$ cat config.mk
export PLATFORM = sky130hd
export DESIGN_NAME = eee_lpi_ctrl
export DESIGN_NICKNAME = d
export VERILOG_FILES = /design/src/rtl/eee_lpi_pkg.sv /design/src/rtl/eee_lpi_cnt.sv /design/src/rtl/eee_lpi_rxmon.sv /design/src/rtl/eee_lpi_txfsm.sv /design/src/rtl/eee_lpi_regs.sv /design/src/rtl/eee_lpi_ctrl.sv
export SDC_FILE = /design/constraint.sdc
export NUM_CORES = 1
export LEC_CHECK = 0
export CAP_MARGIN = 20
export CORE_UTILIZATION = 46
export DETAILED_ROUTE_END_ITERATION = 6
export GPL_TIMING_DRIVEN = 1
export PLACE_DENSITY = 0.78
export SLEW_MARGIN = 20
export SYNTH_ARGS = -nofsm -noshare
export SYNTH_HDL_FRONTEND = slang
export SYNTH_SLANG_ARGS = --single-unit
$ cat constraint.sdc
create_clock -name clk_i -period 4.9 [get_ports clk_i]
set_clock_uncertainty 0.15 [all_clocks]
set_input_delay 0.49 -clock clk_i [delete_from_list [all_inputs] [get_ports clk_i]]
set_output_delay 0.49 -clock clk_i [all_outputs]
set_load 0.01 [all_outputs]
$ cat src/rtl/eee_lpi_pkg.sv
`timescale 1ns/1ps
package eee_lpi_pkg;
   typedef enum logic [1:0] {
      LPI_ACTIVE = 2'd0,
      LPI_SLEEP  = 2'd1,
      LPI_WAKE   = 2'd2
   } lpi_state_e;

   localparam int REG_W      = 32;
   localparam int NUM_FLAGS  = 4;
   localparam int FLG_TX_IN  = 0;
   localparam int FLG_TX_OUT = 1;
   localparam int FLG_RX_IN  = 2;
   localparam int FLG_RX_OUT = 3;

   localparam int CS_TX_STATE = 8;
   localparam int CS_RX_STATE = 9;
   localparam int CS_ENABLE   = 16;
   localparam int CS_AUTO     = 17;
   localparam int CS_LINK     = 18;
   localparam int CS_MASK     = 19;

   localparam int TMR_LS_LSB  = 16;
endpackage

$ cat src/rtl/eee_lpi_cnt.sv
`timescale 1ns/1ps
module eee_lpi_cnt #(
   parameter int W = 8
) (
   input  logic         clk_i,
   input  logic         rst_ni,
   input  logic         clr_i,
   input  logic         tick_i,
   input  logic [W-1:0] limit_i,
   output logic         done_o
);
   localparam logic [W-1:0] CNT_MAX = '1;

   logic [W-1:0] cnt_q;

   always_ff @(posedge clk_i or negedge rst_ni) begin
      if (!rst_ni) begin
         cnt_q <= '0;
      end else if (clr_i) begin
         cnt_q <= '0;
      end else if (tick_i && (cnt_q != CNT_MAX)) begin
         cnt_q <= cnt_q + 1'b1;
      end
   end

   assign done_o = (cnt_q >= limit_i);
endmodule

$ cat src/rtl/eee_lpi_rxmon.sv
`timescale 1ns/1ps
module eee_lpi_rxmon #(
   parameter int SYNC = 2
) (
   input  logic clk_i,
   input  logic rst_ni,
   input  logic rx_lpi_i,
   output logic rx_level_o,
   output logic rx_rise_o,
   output logic rx_fall_o
);
   logic [SYNC-1:0] sync_q;
   logic            prev_q;

   generate
      if (SYNC == 1) begin : g_single
         always_ff @(posedge clk_i or negedge rst_ni) begin
            if (!rst_ni) sync_q <= '0;
            else         sync_q <= rx_lpi_i;
         end
      end else begin : g_chain
         always_ff @(posedge clk_i or negedge rst_ni) begin
            if (!rst_ni) sync_q <= '0;
            else         sync_q <= {sync_q[SYNC-2:0], rx_lpi_i};
         end
      end
   endgenerate

   always_ff @(posedge clk_i or negedge rst_ni) begin
      if (!rst_ni) prev_q <= 1'b0;
      else         prev_q <= sync_q[SYNC-1];
   end

   assign rx_level_o = sync_q[SYNC-1];
   assign rx_rise_o  =  sync_q[SYNC-1] & ~prev_q;
   assign rx_fall_o  = ~sync_q[SYNC-1] &  prev_q;
endmodule

$ cat src/rtl/eee_lpi_txfsm.sv
`timescale 1ns/1ps
module eee_lpi_txfsm
   import eee_lpi_pkg::*;
(
   input  logic       clk_i,
   input  logic       rst_ni,
   input  logic       enable_i,
   input  logic       automate_i,
   input  logic       link_up_i,
   input  logic       ls_ok_i,
   input  logic       tx_idle_i,
   input  logic       tx_pend_i,
   input  logic       wake_done_i,
   output lpi_state_e state_o,
   output logic       ev_enter_o,
   output logic       ev_exit_o
);
   lpi_state_e state_q, state_d;
   logic       armed;

   assign armed = enable_i | automate_i;

   always_comb begin
      state_d = state_q;
      unique case (state_q)
         LPI_ACTIVE: begin
            if (armed && ls_ok_i && tx_idle_i && !tx_pend_i) state_d = LPI_SLEEP;
         end
         LPI_SLEEP: begin
            if (!link_up_i)                            state_d = LPI_ACTIVE;
            else if (!armed || (automate_i && tx_pend_i)) state_d = LPI_WAKE;
         end
         LPI_WAKE: begin
            if (!link_up_i || wake_done_i) state_d = LPI_ACTIVE;
         end
         default: state_d = LPI_ACTIVE;
      endcase
   end

   always_ff @(posedge clk_i or negedge rst_ni) begin
      if (!rst_ni) state_q <= LPI_ACTIVE;
      else         state_q <= state_d;
   end

   assign state_o    = state_q;
   assign ev_enter_o = (state_q != LPI_SLEEP) && (state_d == LPI_SLEEP);
   assign ev_exit_o  = (state_q == LPI_SLEEP) && (state_d != LPI_SLEEP);
endmodule

$ cat src/rtl/eee_lpi_regs.sv
`timescale 1ns/1ps
module eee_lpi_regs
   import eee_lpi_pkg::*;
#(
   parameter int WAKE_W   = 16,
   parameter int LS_W     = 11,
   parameter int RST_WAKE = 0,
   parameter int RST_LS   = 0
) (
   input  logic                 clk_i,
   input  logic                 rst_ni,
   input  logic                 wr_i,
   input  logic                 rd_i,
   input  logic                 addr_i,
   input  logic [REG_W-1:0]     wdata_i,
   output logic [REG_W-1:0]     rdata_o,
   input  logic [NUM_FLAGS-1:0] events_i,
   input  logic                 tx_in_lpi_i,
   input  logic                 rx_in_lpi_i,
   output logic                 enable_o,
   output logic                 automate_o,
   output logic                 link_up_o,
   output logic [WAKE_W-1:0]    wake_time_o,
   output logic [LS_W-1:0]      ls_time_o,
   output logic [NUM_FLAGS-1:0] flags_o,
   output logic                 irq_o
);
   localparam logic [WAKE_W-1:0] WAKE_INIT = WAKE_W'(RST_WAKE);
   localparam logic [LS_W-1:0]   LS_INIT   = LS_W'(RST_LS);

   logic                 mask_q;
   logic [NUM_FLAGS-1:0] flags_q;
   logic                 wr_cs, wr_tmr, rd_clr;

   assign wr_cs  = wr_i & ~addr_i;
   assign wr_tmr = wr_i &  addr_i;
   assign rd_clr = rd_i & ~addr_i;

   always_ff @(posedge clk_i or negedge rst_ni) begin
      if (!rst_ni) begin
         enable_o   <= 1'b0;
         automate_o <= 1'b0;
         link_up_o  <= 1'b0;
         mask_q     <= 1'b0;
      end else if (wr_cs) begin
         enable_o   <= wdata_i[CS_ENABLE];
         automate_o <= wdata_i[CS_AUTO];
         link_up_o  <= wdata_i[CS_LINK];
         mask_q     <= wdata_i[CS_MASK];
      end
   end

   always_ff @(posedge clk_i or negedge rst_ni) begin
      if (!rst_ni) begin
         wake_time_o <= WAKE_INIT;
         ls_time_o   <= LS_INIT;
      end else if (wr_tmr) begin
         wake_time_o <= wdata_i[WAKE_W-1:0];
         ls_time_o   <= wdata_i[TMR_LS_LSB +: LS_W];
      end
   end

   // new events win over a clearing read in the same cycle
   always_ff @(posedge clk_i or negedge rst_ni) begin
      if (!rst_ni) flags_q <= '0;
      else         flags_q <= (rd_clr ? '0 : flags_q) | events_i;
   end

   always_comb begin
      rdata_o = '0;
      if (!addr_i) begin
         rdata_o[NUM_FLAGS-1:0] = flags_q;
         rdata_o[CS_TX_STATE]   = tx_in_lpi_i;
         rdata_o[CS_RX_STATE]   = rx_in_lpi_i;
         rdata_o[CS_ENABLE]     = enable_o;
         rdata_o[CS_AUTO]       = automate_o;
         rdata_o[CS_LINK]       = link_up_o;
         rdata_o[CS_MASK]       = mask_q;
      end else begin
         rdata_o[WAKE_W-1:0]          = wake_time_o;
         rdata_o[TMR_LS_LSB +: LS_W]  = ls_time_o;
      end
   end

   assign flags_o = flags_q;
   assign irq_o   = (|flags_q) & ~mask_q;
endmodule

$ cat src/rtl/eee_lpi_ctrl.sv
`timescale 1ns/1ps
module eee_lpi_ctrl
   import eee_lpi_pkg::*;
#(
   parameter int WAKE_W   = 16,
   parameter int LS_W     = 11,
   parameter int RX_SYNC  = 2,
   parameter int RST_WAKE = 0,
   parameter int RST_LS   = 0
) (
   input  logic        clk_i,
   input  logic        rst_ni,
   input  logic        reg_wr_i,
   input  logic        reg_rd_i,
   input  logic        reg_addr_i,
   input  logic [31:0] reg_wdata_i,
   output logic [31:0] reg_rdata_o,
   input  logic        tx_idle_i,
   input  logic        tx_pend_i,
   input  logic        rx_lpi_i,
   input  logic        us_tick_i,
   input  logic        ms_tick_i,
   output logic        tx_lpi_o,
   output logic        tx_hold_o,
   output logic        irq_o
);
   if (WAKE_W < 1 || WAKE_W > TMR_LS_LSB) begin : g_bad_wake_w
      $error("WAKE_W must lie in 1..%0d", TMR_LS_LSB);
   end
   if (LS_W < 1 || TMR_LS_LSB + LS_W > REG_W) begin : g_bad_ls_w
      $error("LS_W does not fit the timer word");
   end
   if (RX_SYNC < 1) begin : g_bad_sync
      $error("RX_SYNC must be at least 1");
   end
   if (RST_WAKE < 0 || RST_WAKE >= (1 << WAKE_W)) begin : g_bad_rst_wake
      $error("RST_WAKE does not fit WAKE_W");
   end
   if (RST_LS < 0 || RST_LS >= (1 << LS_W)) begin : g_bad_rst_ls
      $error("RST_LS does not fit LS_W");
   end

   logic                 enable, automate, link_up;
   logic [WAKE_W-1:0]    wake_time;
   logic [LS_W-1:0]      ls_time;
   logic [NUM_FLAGS-1:0] flags, events;
   logic                 ls_done, ls_ok, wake_done;
   logic                 rx_level, rx_rise, rx_fall;
   logic                 ev_enter, ev_exit;
   lpi_state_e           fsm_state;

   eee_lpi_regs #(
      .WAKE_W  (WAKE_W),
      .LS_W    (LS_W),
      .RST_WAKE(RST_WAKE),
      .RST_LS  (RST_LS)
   ) regs_i (
      .clk_i      (clk_i),
      .rst_ni     (rst_ni),
      .wr_i       (reg_wr_i),
      .rd_i       (reg_rd_i),
      .addr_i     (reg_addr_i),
      .wdata_i    (reg_wdata_i),
      .rdata_o    (reg_rdata_o),
      .events_i   (events),
      .tx_in_lpi_i(fsm_state == LPI_SLEEP),
      .rx_in_lpi_i(rx_level),
      .enable_o   (enable),
      .automate_o (automate),
      .link_up_o  (link_up),
      .wake_time_o(wake_time),
      .ls_time_o  (ls_time),
      .flags_o    (flags),
      .irq_o      (irq_o)
   );

   // link-stable count restarts whenever the host reports link down
   eee_lpi_cnt #(.W(LS_W)) ls_cnt_i (
      .clk_i  (clk_i),
      .rst_ni (rst_ni),
      .clr_i  (~link_up),
      .tick_i (ms_tick_i),
      .limit_i(ls_time),
      .done_o (ls_done)
   );
   assign ls_ok = link_up & ls_done;

   eee_lpi_cnt #(.W(WAKE_W)) wake_cnt_i (
      .clk_i  (clk_i),
      .rst_ni (rst_ni),
      .clr_i  (fsm_state != LPI_WAKE),
      .tick_i (us_tick_i),
      .limit_i(wake_time),
      .done_o (wake_done)
   );

   eee_lpi_txfsm fsm_i (
      .clk_i      (clk_i),
      .rst_ni     (rst_ni),
      .enable_i   (enable),
      .automate_i (automate),
      .link_up_i  (link_up),
      .ls_ok_i    (ls_ok),
      .tx_idle_i  (tx_idle_i),
      .tx_pend_i  (tx_pend_i),
      .wake_done_i(wake_done),
      .state_o    (fsm_state),
      .ev_enter_o (ev_enter),
      .ev_exit_o  (ev_exit)
   );

   eee_lpi_rxmon #(.SYNC(RX_SYNC)) rxmon_i (
      .clk_i     (clk_i),
      .rst_ni    (rst_ni),
      .rx_lpi_i  (rx_lpi_i),
      .rx_level_o(rx_level),
      .rx_rise_o (rx_rise),
      .rx_fall_o (rx_fall)
   );

   always_comb begin
      events             = '0;
      events[FLG_TX_IN]  = ev_enter;
      events[FLG_TX_OUT] = ev_exit;
      events[FLG_RX_IN]  = rx_rise;
      events[FLG_RX_OUT] = rx_fall;
   end

   assign tx_lpi_o  = (fsm_state == LPI_SLEEP);
   assign tx_hold_o = (fsm_state != LPI_ACTIVE);
endmodule

==> results of run 1 <==
through the flow:
stage	setup WS (ps)	hold WS, ps	cell area, µm²	util, %	instances
after floorplan	3050	44.4	3960	-	395
after global placement	1560	183	4700	56.9	555
after detailed placement	2360	190	4690	56.8	555
after CTS	1960	208	4880	59.2	570
after global routing	1800	206	4880	59.2	570
final	2010	177	4880	59.2	570
where the power goes:
part	switching, W	internal, W
sequential	0.0000379	0.000596
combinational	0.000109	0.000147
clock	0.000198	0.000260
area by class of cell:
class | count | area (µm²)
well taps | 105 | 131
multi-input cells | 277 | 2070
fillers | 703 | 3370
repair buffers | 69 | 673
flip-flops and latches | 67 | 1680
clock buffers | 13 | 159
clock inverters | 2 | 35.0
inverters | 37 | 139
registers in the layout, summed over array words and instances, names as in the netlist, 2 cells and up:
name                count
wake_cnt_i.cnt_q       16
regs_i.flags_o          4
regs_i.ls_time_o       11
fsm_i.state_o           2
regs_i.wake_time_o     16
ls_cnt_i.cnt_q         11
rxmon_i.sync_q          2
synthesized netlist by cell type, drive strengths merged:
master and number:
o21ai 17, nand3 14, and3 3, a211o 2, nor2b 3, a41o 1
or4 2, a21o 2, nand2b 10, nand2 33, o31ai 3, o2111ai 2
a2111oi 2, nand4 8, or3 6, nor2 10, o21a 4, o311ai 2
xnor2 2, clkinv 1, nor3b 1, conb 1, mux2 38, o22ai 1
a211oi 6, o41ai 1, or3b 1, or2 5, o211a 2, a22o 2
inv 36, nor4 9, buf 8, mux2i 10, dfrtp 67, and2 17
clkbuf 6, o221ai 1, nor3 5, a31oi 1, ha 29, o211ai 3
a21oi 14
worst max-delay path by stage:
| stage | endpoint | slack [ps] | cells past startpoint |
|---|---|---|---|
| floorplan | reg_rdata_o[10] | 3050 | 3 |
| global placement | reg_rdata_o[8] | 1560 | 3 |
| detailed placement | reg_rdata_o[18] | 2360 | 3 |
| CTS | reg_rdata_o[18] | 1960 | 3 |
| global route | reg_rdata_o[18] | 1800 | 3 |
| finish | reg_rdata_o[18] | 2010 | 3 |
layout by cell type (no fill, tap or decap), types with 3 or more instances in the layout:
cell type        netlist  routed
o21a_1                 4       4
nor4_1                 8       8
nor2_1                10      10
mux2_2                38      38
nand4_1                6       6
o211ai_1               3       3
or3_1                  6       6
mux2i_1               10      10
o21ai_0               17      17
clkdlybuf4s50_1        0      64
clkbuf_8               0      11
inv_1                 36      36
nand2_1               33      33
a21oi_1               14      14
nand2b_1              10      10
buf_4                  5       3
conb_1                 1       5
nand3_1               14      14
or2_2                  4       4
and3_1                 3       3
nor3_1                 4       4
and2_1                17      17
dfrtp_1               67      67
nor2b_1                3       3
a211oi_1               6       6
ha_1                  29      29
routing by layer:
| metal | routed length, µm | share of wire [%] | global-route usage, % | vias up |
|---|---|---|---|---|
| met4 | 78 | 0.91 | 5.18 | 0 |
| li1 | - | - | - | 1520 |
| met5 | 0 | 0 | 0 | - |
| met2 | 3810 | 44 | 31.3 | 107 |
| met1 | 4180 | 49 | 29.7 | 1515 |
| met3 | 530 | 6.2 | 5.64 | 8 |
worst reg2reg max path: stages, from the launching register on:
cell     delay, ps
dfrtp_1        430
ha_1           270
nand3_1        120
o31ai_2        580
o21ai_0        230
a21oi_1        160
cell families (layout without fill, tap and decap cells):
logic type	count (synthesis)	count (layout)	synth area share (%)
AOI/OAI and AO/OA	66	66	11.4
xor gates and xnor gates	2	2	0.444
adders and majority gates	29	29	9.20
buffers and inverters	51	121	5.33
DFF	67	67	42.5
muxes	48	48	13.4
other	1	5	0.0951
and+or+nand+nor	127	127	17.6
==> metrics.yaml, run 1 <==
setup_path:
  r2r_slack_ps: 2880
  arrival_ps: 2250
  cp_cell_sequence: "clkinv_1, o21ai_0, clkdlybuf4s50_1"
  cpPeakStageDelay_ps: 620
  cp.buffers_inverters: 2
  r2r_end: "ls_cnt_i.cnt_q[3]"
  worstPathRequired_ps: 4260
  slowest_stage: "dfrtp_1"
  cp-start-kind: "register"
  cp_top_family: "buffers and inverters"
  reg2reg_depth: 5
  r2r_start: "ls_cnt_i.cnt_q[1]"
  worstSetupStartpoint: "regs_i.link_up_o"
  end_kind: "output port"
  worstSetupPathType: "reg -> out"
  cp_max_fo: 12
floorplan:
  core.rowCount: 33
  die-height_um: 94.6
  core_mm2: 0.00826
  io_pins: 77
  die_area_mm2: 0.00895
  start_util_pct: 47.7
  die_w_um: 94.6
finish:
  diodes: 0
  drive_gt1_share_pct: 14.4
  nets: 532
  area_delta_synth_final_pct: 23.9
clocking:
  cts_root_buffer: "clkbuf_8"
  cts_tree: "done"
  cts.sinks: 67
  htreeDepth: 3
  post_cts_resized: 0
  clk_latency_ps: 340
  path_clk_slew_ps: 70
  cts_buffer_depth: 2
  cts_buffers: 9
  postCtsHoldBufs: 0
  postCtsSetupBuffers: 0
timing:
  final.setup.tns_ps: 0
  slew_headroom_pct: 43.6
  finalCritPeriodShare_pct: 59.0
  hold_viol: 0
  rsz0062_at_grt: "false"
  slew_viol_final: 0
  fin_crit_ps: 2890
  setup_violations: 0
  clock.fmax_mhz: 346
  tightest_slew_ps: 846
synth:
  yosysWarnings: 0
  yosys_register_bits: 67
  netlist_area_mm2: 0.00394
  ys_types: 50
  ys_top_cells_by_area: "dfrtp_1 43%, mux2_2 11%, ha_1 9.2%"
  synth_top_area_share_pct: 42.5
  postSynthCellCount: 391
  syn_avg_cell_area_um2: 10.1
  ys_seq_area_share_pct: 42.5
  yosysTopAreaCell: "dfrtp_1"
detailed_routing:
  drc_errors: 0
  finalWirelength_mm: 8.60
  routedWlPerCell_um: 15.1
  firstDrtPassIters: 5
  vias_per_cell: 5.53
  first_iter_violations: 181
  ant_nets: 0
  num_vias: 3150
placement:
  globalplace.congestion: 0.845
  numPortBuffers: 66
  dp_hpwl_mm: 6.26
status:
  status: "finished clean"
pwr:
  finalPower_w: 0.00135
  ir_worst_vdd_uv: 218
  leakage_nw: 2.16
  p_per_area_mw_per_mm2: 276
grt:
  grt_pass1_wl_mm: 14.2
  globalRouteOverflowTotal: 0
  grtUsageTotal_pct: 20.8
  grt_pass1_vias: 2906
  antenna_found_initial: 0
  grt_max_degree: 68
hold_path:
  hp-class: "in -> async"
flow_run:
  drv_cap: 0
Power figures use the tool's default switching activity.
==> run 2, diff against run 1 <==
PLACE_DENSITY = 0.81   (was 0.78)
clock period = 2.4 ns   (was 4.9 ns; I/O delays follow)
==> metrics.yaml, run 2 (same netlist as run 1, synthesis figures left out) <==
grt:
  globalRouteOverflowTotal: 0
  globalRouteMet2Util_pct: 36.1
  antenna_found_initial: 0
  grt_pass1_vias: 3090
  grt_pass1_wl_mm: 14.9
  grt_busiest_layer: "met2"
  grtUsageTotal_pct: 21.8
  use_met3_pct: 2.74
  grt_util_met1_pct: 28.8
  grt_max_degree: 68
timing:
  fin_crit_ps: 2170
  slew_headroom_pct: 50.8
  hold_viol: 0
  final.setup.tns_ps: 0
  setup_violations: 0
  tightest_slew_ps: 733
  finalCritPeriodShare_pct: 90.5
  rsz0062_at_grt: "false"
  slew_viol_final: 0
  clock.fmax_mhz: 460
clocking:
  postCtsSetupBuffers: 0
  cts_root_buffer: "clkbuf_8"
  htreeDepth: 3
  clk_latency_ps: 340
  cts.sinks: 67
  postCtsHoldBufs: 1
  post_cts_resized: 0
  cts_buffers: 9
  path_clk_slew_ps: 60
  cts_buffer_depth: 2
  cts_tree: "done"
finish:
  nets: 537
  final_common_cell: "dfrtp_1"
  final_cell_area_mm2: 0.00497
  multi_input_comb_area_mm2: 0.00207
  drive_gt1_share_pct: 15.3
  seqCellArea_mm2: 0.00168
  reg_top3: "regs_i.wake_time_o x16, wake_cnt_i.cnt_q x16"
  diodes: 0
  fillerInstances: 684
  layout_common_cells: "67 x dfrtp_1, 65 x clkdlybuf4s50_1, 38 x mux2_2"
  area_delta_synth_final_pct: 26.0
detailed_routing:
  drc_errors: 0
  ant_nets: 0
  first_iter_violations: 174
  finalWirelength_mm: 8.86
  vias_per_cell: 5.53
  num_vias: 3188
  firstDrtPassIters: 4
  routedWlPerCell_um: 15.4
setup_path:
  reg2reg_depth: 5
  slowest_stage: "clkdlybuf4s50_1"
  endpoint: "reg_rdata_o[8]"
  r2r_start: "ls_cnt_i.cnt_q[1]"
  cp_cell_sequence: "clkdlybuf4s50_1, buf_12, mux2_2, clkdlybuf4s50_1"
  r2r_end: "ls_cnt_i.cnt_q[3]"
  worstPathRequired_ps: 2010
  worstSetupPathType: "in -> out"
  worstSetupStartpoint: "reg_addr_i"
  arrival_ps: 1780
  end_kind: "output port"
  cpPeakStageDelay_ps: 500
  crit_path_frequent_cell: "clkdlybuf4s50_1"
  cp-start-kind: "primary input"
  r2r_slack_ps: 400
  cp_max_fo: 32
floorplan:
  core.rowCount: 33
  die_area_mm2: 0.00895
  die-height_um: 94.6
  core_mm2: 0.00826
  start_util_pct: 47.7
  io_pins: 77
  die_w_um: 94.6
hold_path:
  hp-class: "in -> reg"
  hold_depth: 1
placement:
  numPortBuffers: 66
  globalplace.congestion: 0.874
  place_area_mm2: 0.00476
  dp_hpwl_mm: 6.50
flow_run:
  drv_cap: 0
pwr:
  ir_worst_vdd_uv: 360
  p_per_area_mw_per_mm2: 554
  leakage_nw: 2.20
  finalPower_w: 0.00275
status:
  status: "finished clean"
-- run 2: changes by cell type in the layout (fill, tap and decap cells not counted), sizes merged --
cell,delta
buf,+3
clkbuf,-2
clkinv,+2
clkdlybuf4s50,+1
clkinvlp,+1
dlygate4sd3,+1
-- run 2: worst min-delay path by stage --
stage / from / end / slack [ps]
after global routing: rxmon_i.sync_q[0] / rxmon_i.sync_q[1] / 210
after floorplan: rst_ni / fsm_i.state_o[0] / -210
after CTS: rx_lpi_i / rxmon_i.sync_q[0] / 190
final: rx_lpi_i / rxmon_i.sync_q[0] / 200
after global placement: rst_ni / wake_cnt_i.cnt_q[11] / 140
after detailed placement: rst_ni / regs_i.wake_time_o[10] / 140
-- run 2: layout make-up --
class / instances / area share, %
repair buffers: 74 / 15.2
well taps: 105 / 2.64
inverters: 37 / 2.80
clock inverters: 5 / 1.06
clock buffers: 11 / 2.85
multi-input cells: 277 / 41.7
flip-flops and latches: 67 / 33.8
-- run 2: worst max-delay path, delay by kind of cell --
family / cells / cell delay (ps)
buffers and inverters: 3 / 1180
muxes: 1 / 360
-- run 2: stage by stage --
stage          utilization [%]  instances  hold WS [ps]  setup WS (ps)
6_report                  60.2        576           196            228
5_1_grt                   60.2        576           211            170
4_1_cts                   60.2        576           190            222
3_5_place_dp              57.7        559           140            222
3_3_place_gp              57.7        559           137            237
2_1_floorplan                -        395          -206            664
-- run 2: per-layer routing --
layer | up-vias | routed length, µm
li1 | 1533 | -
met1 | 1547 | 4020
met2 | 93 | 4150
met3 | 15 | 488
met4 | 0 | 208
met5 | - | 0
-- run 2: power breakdown --
group,total (W),switching [W],internal [W]
logic,0.000553,0.000239,0.000314
clock network,0.000919,0.000416,0.000503
registers,0.00128,0.0000653,0.00122
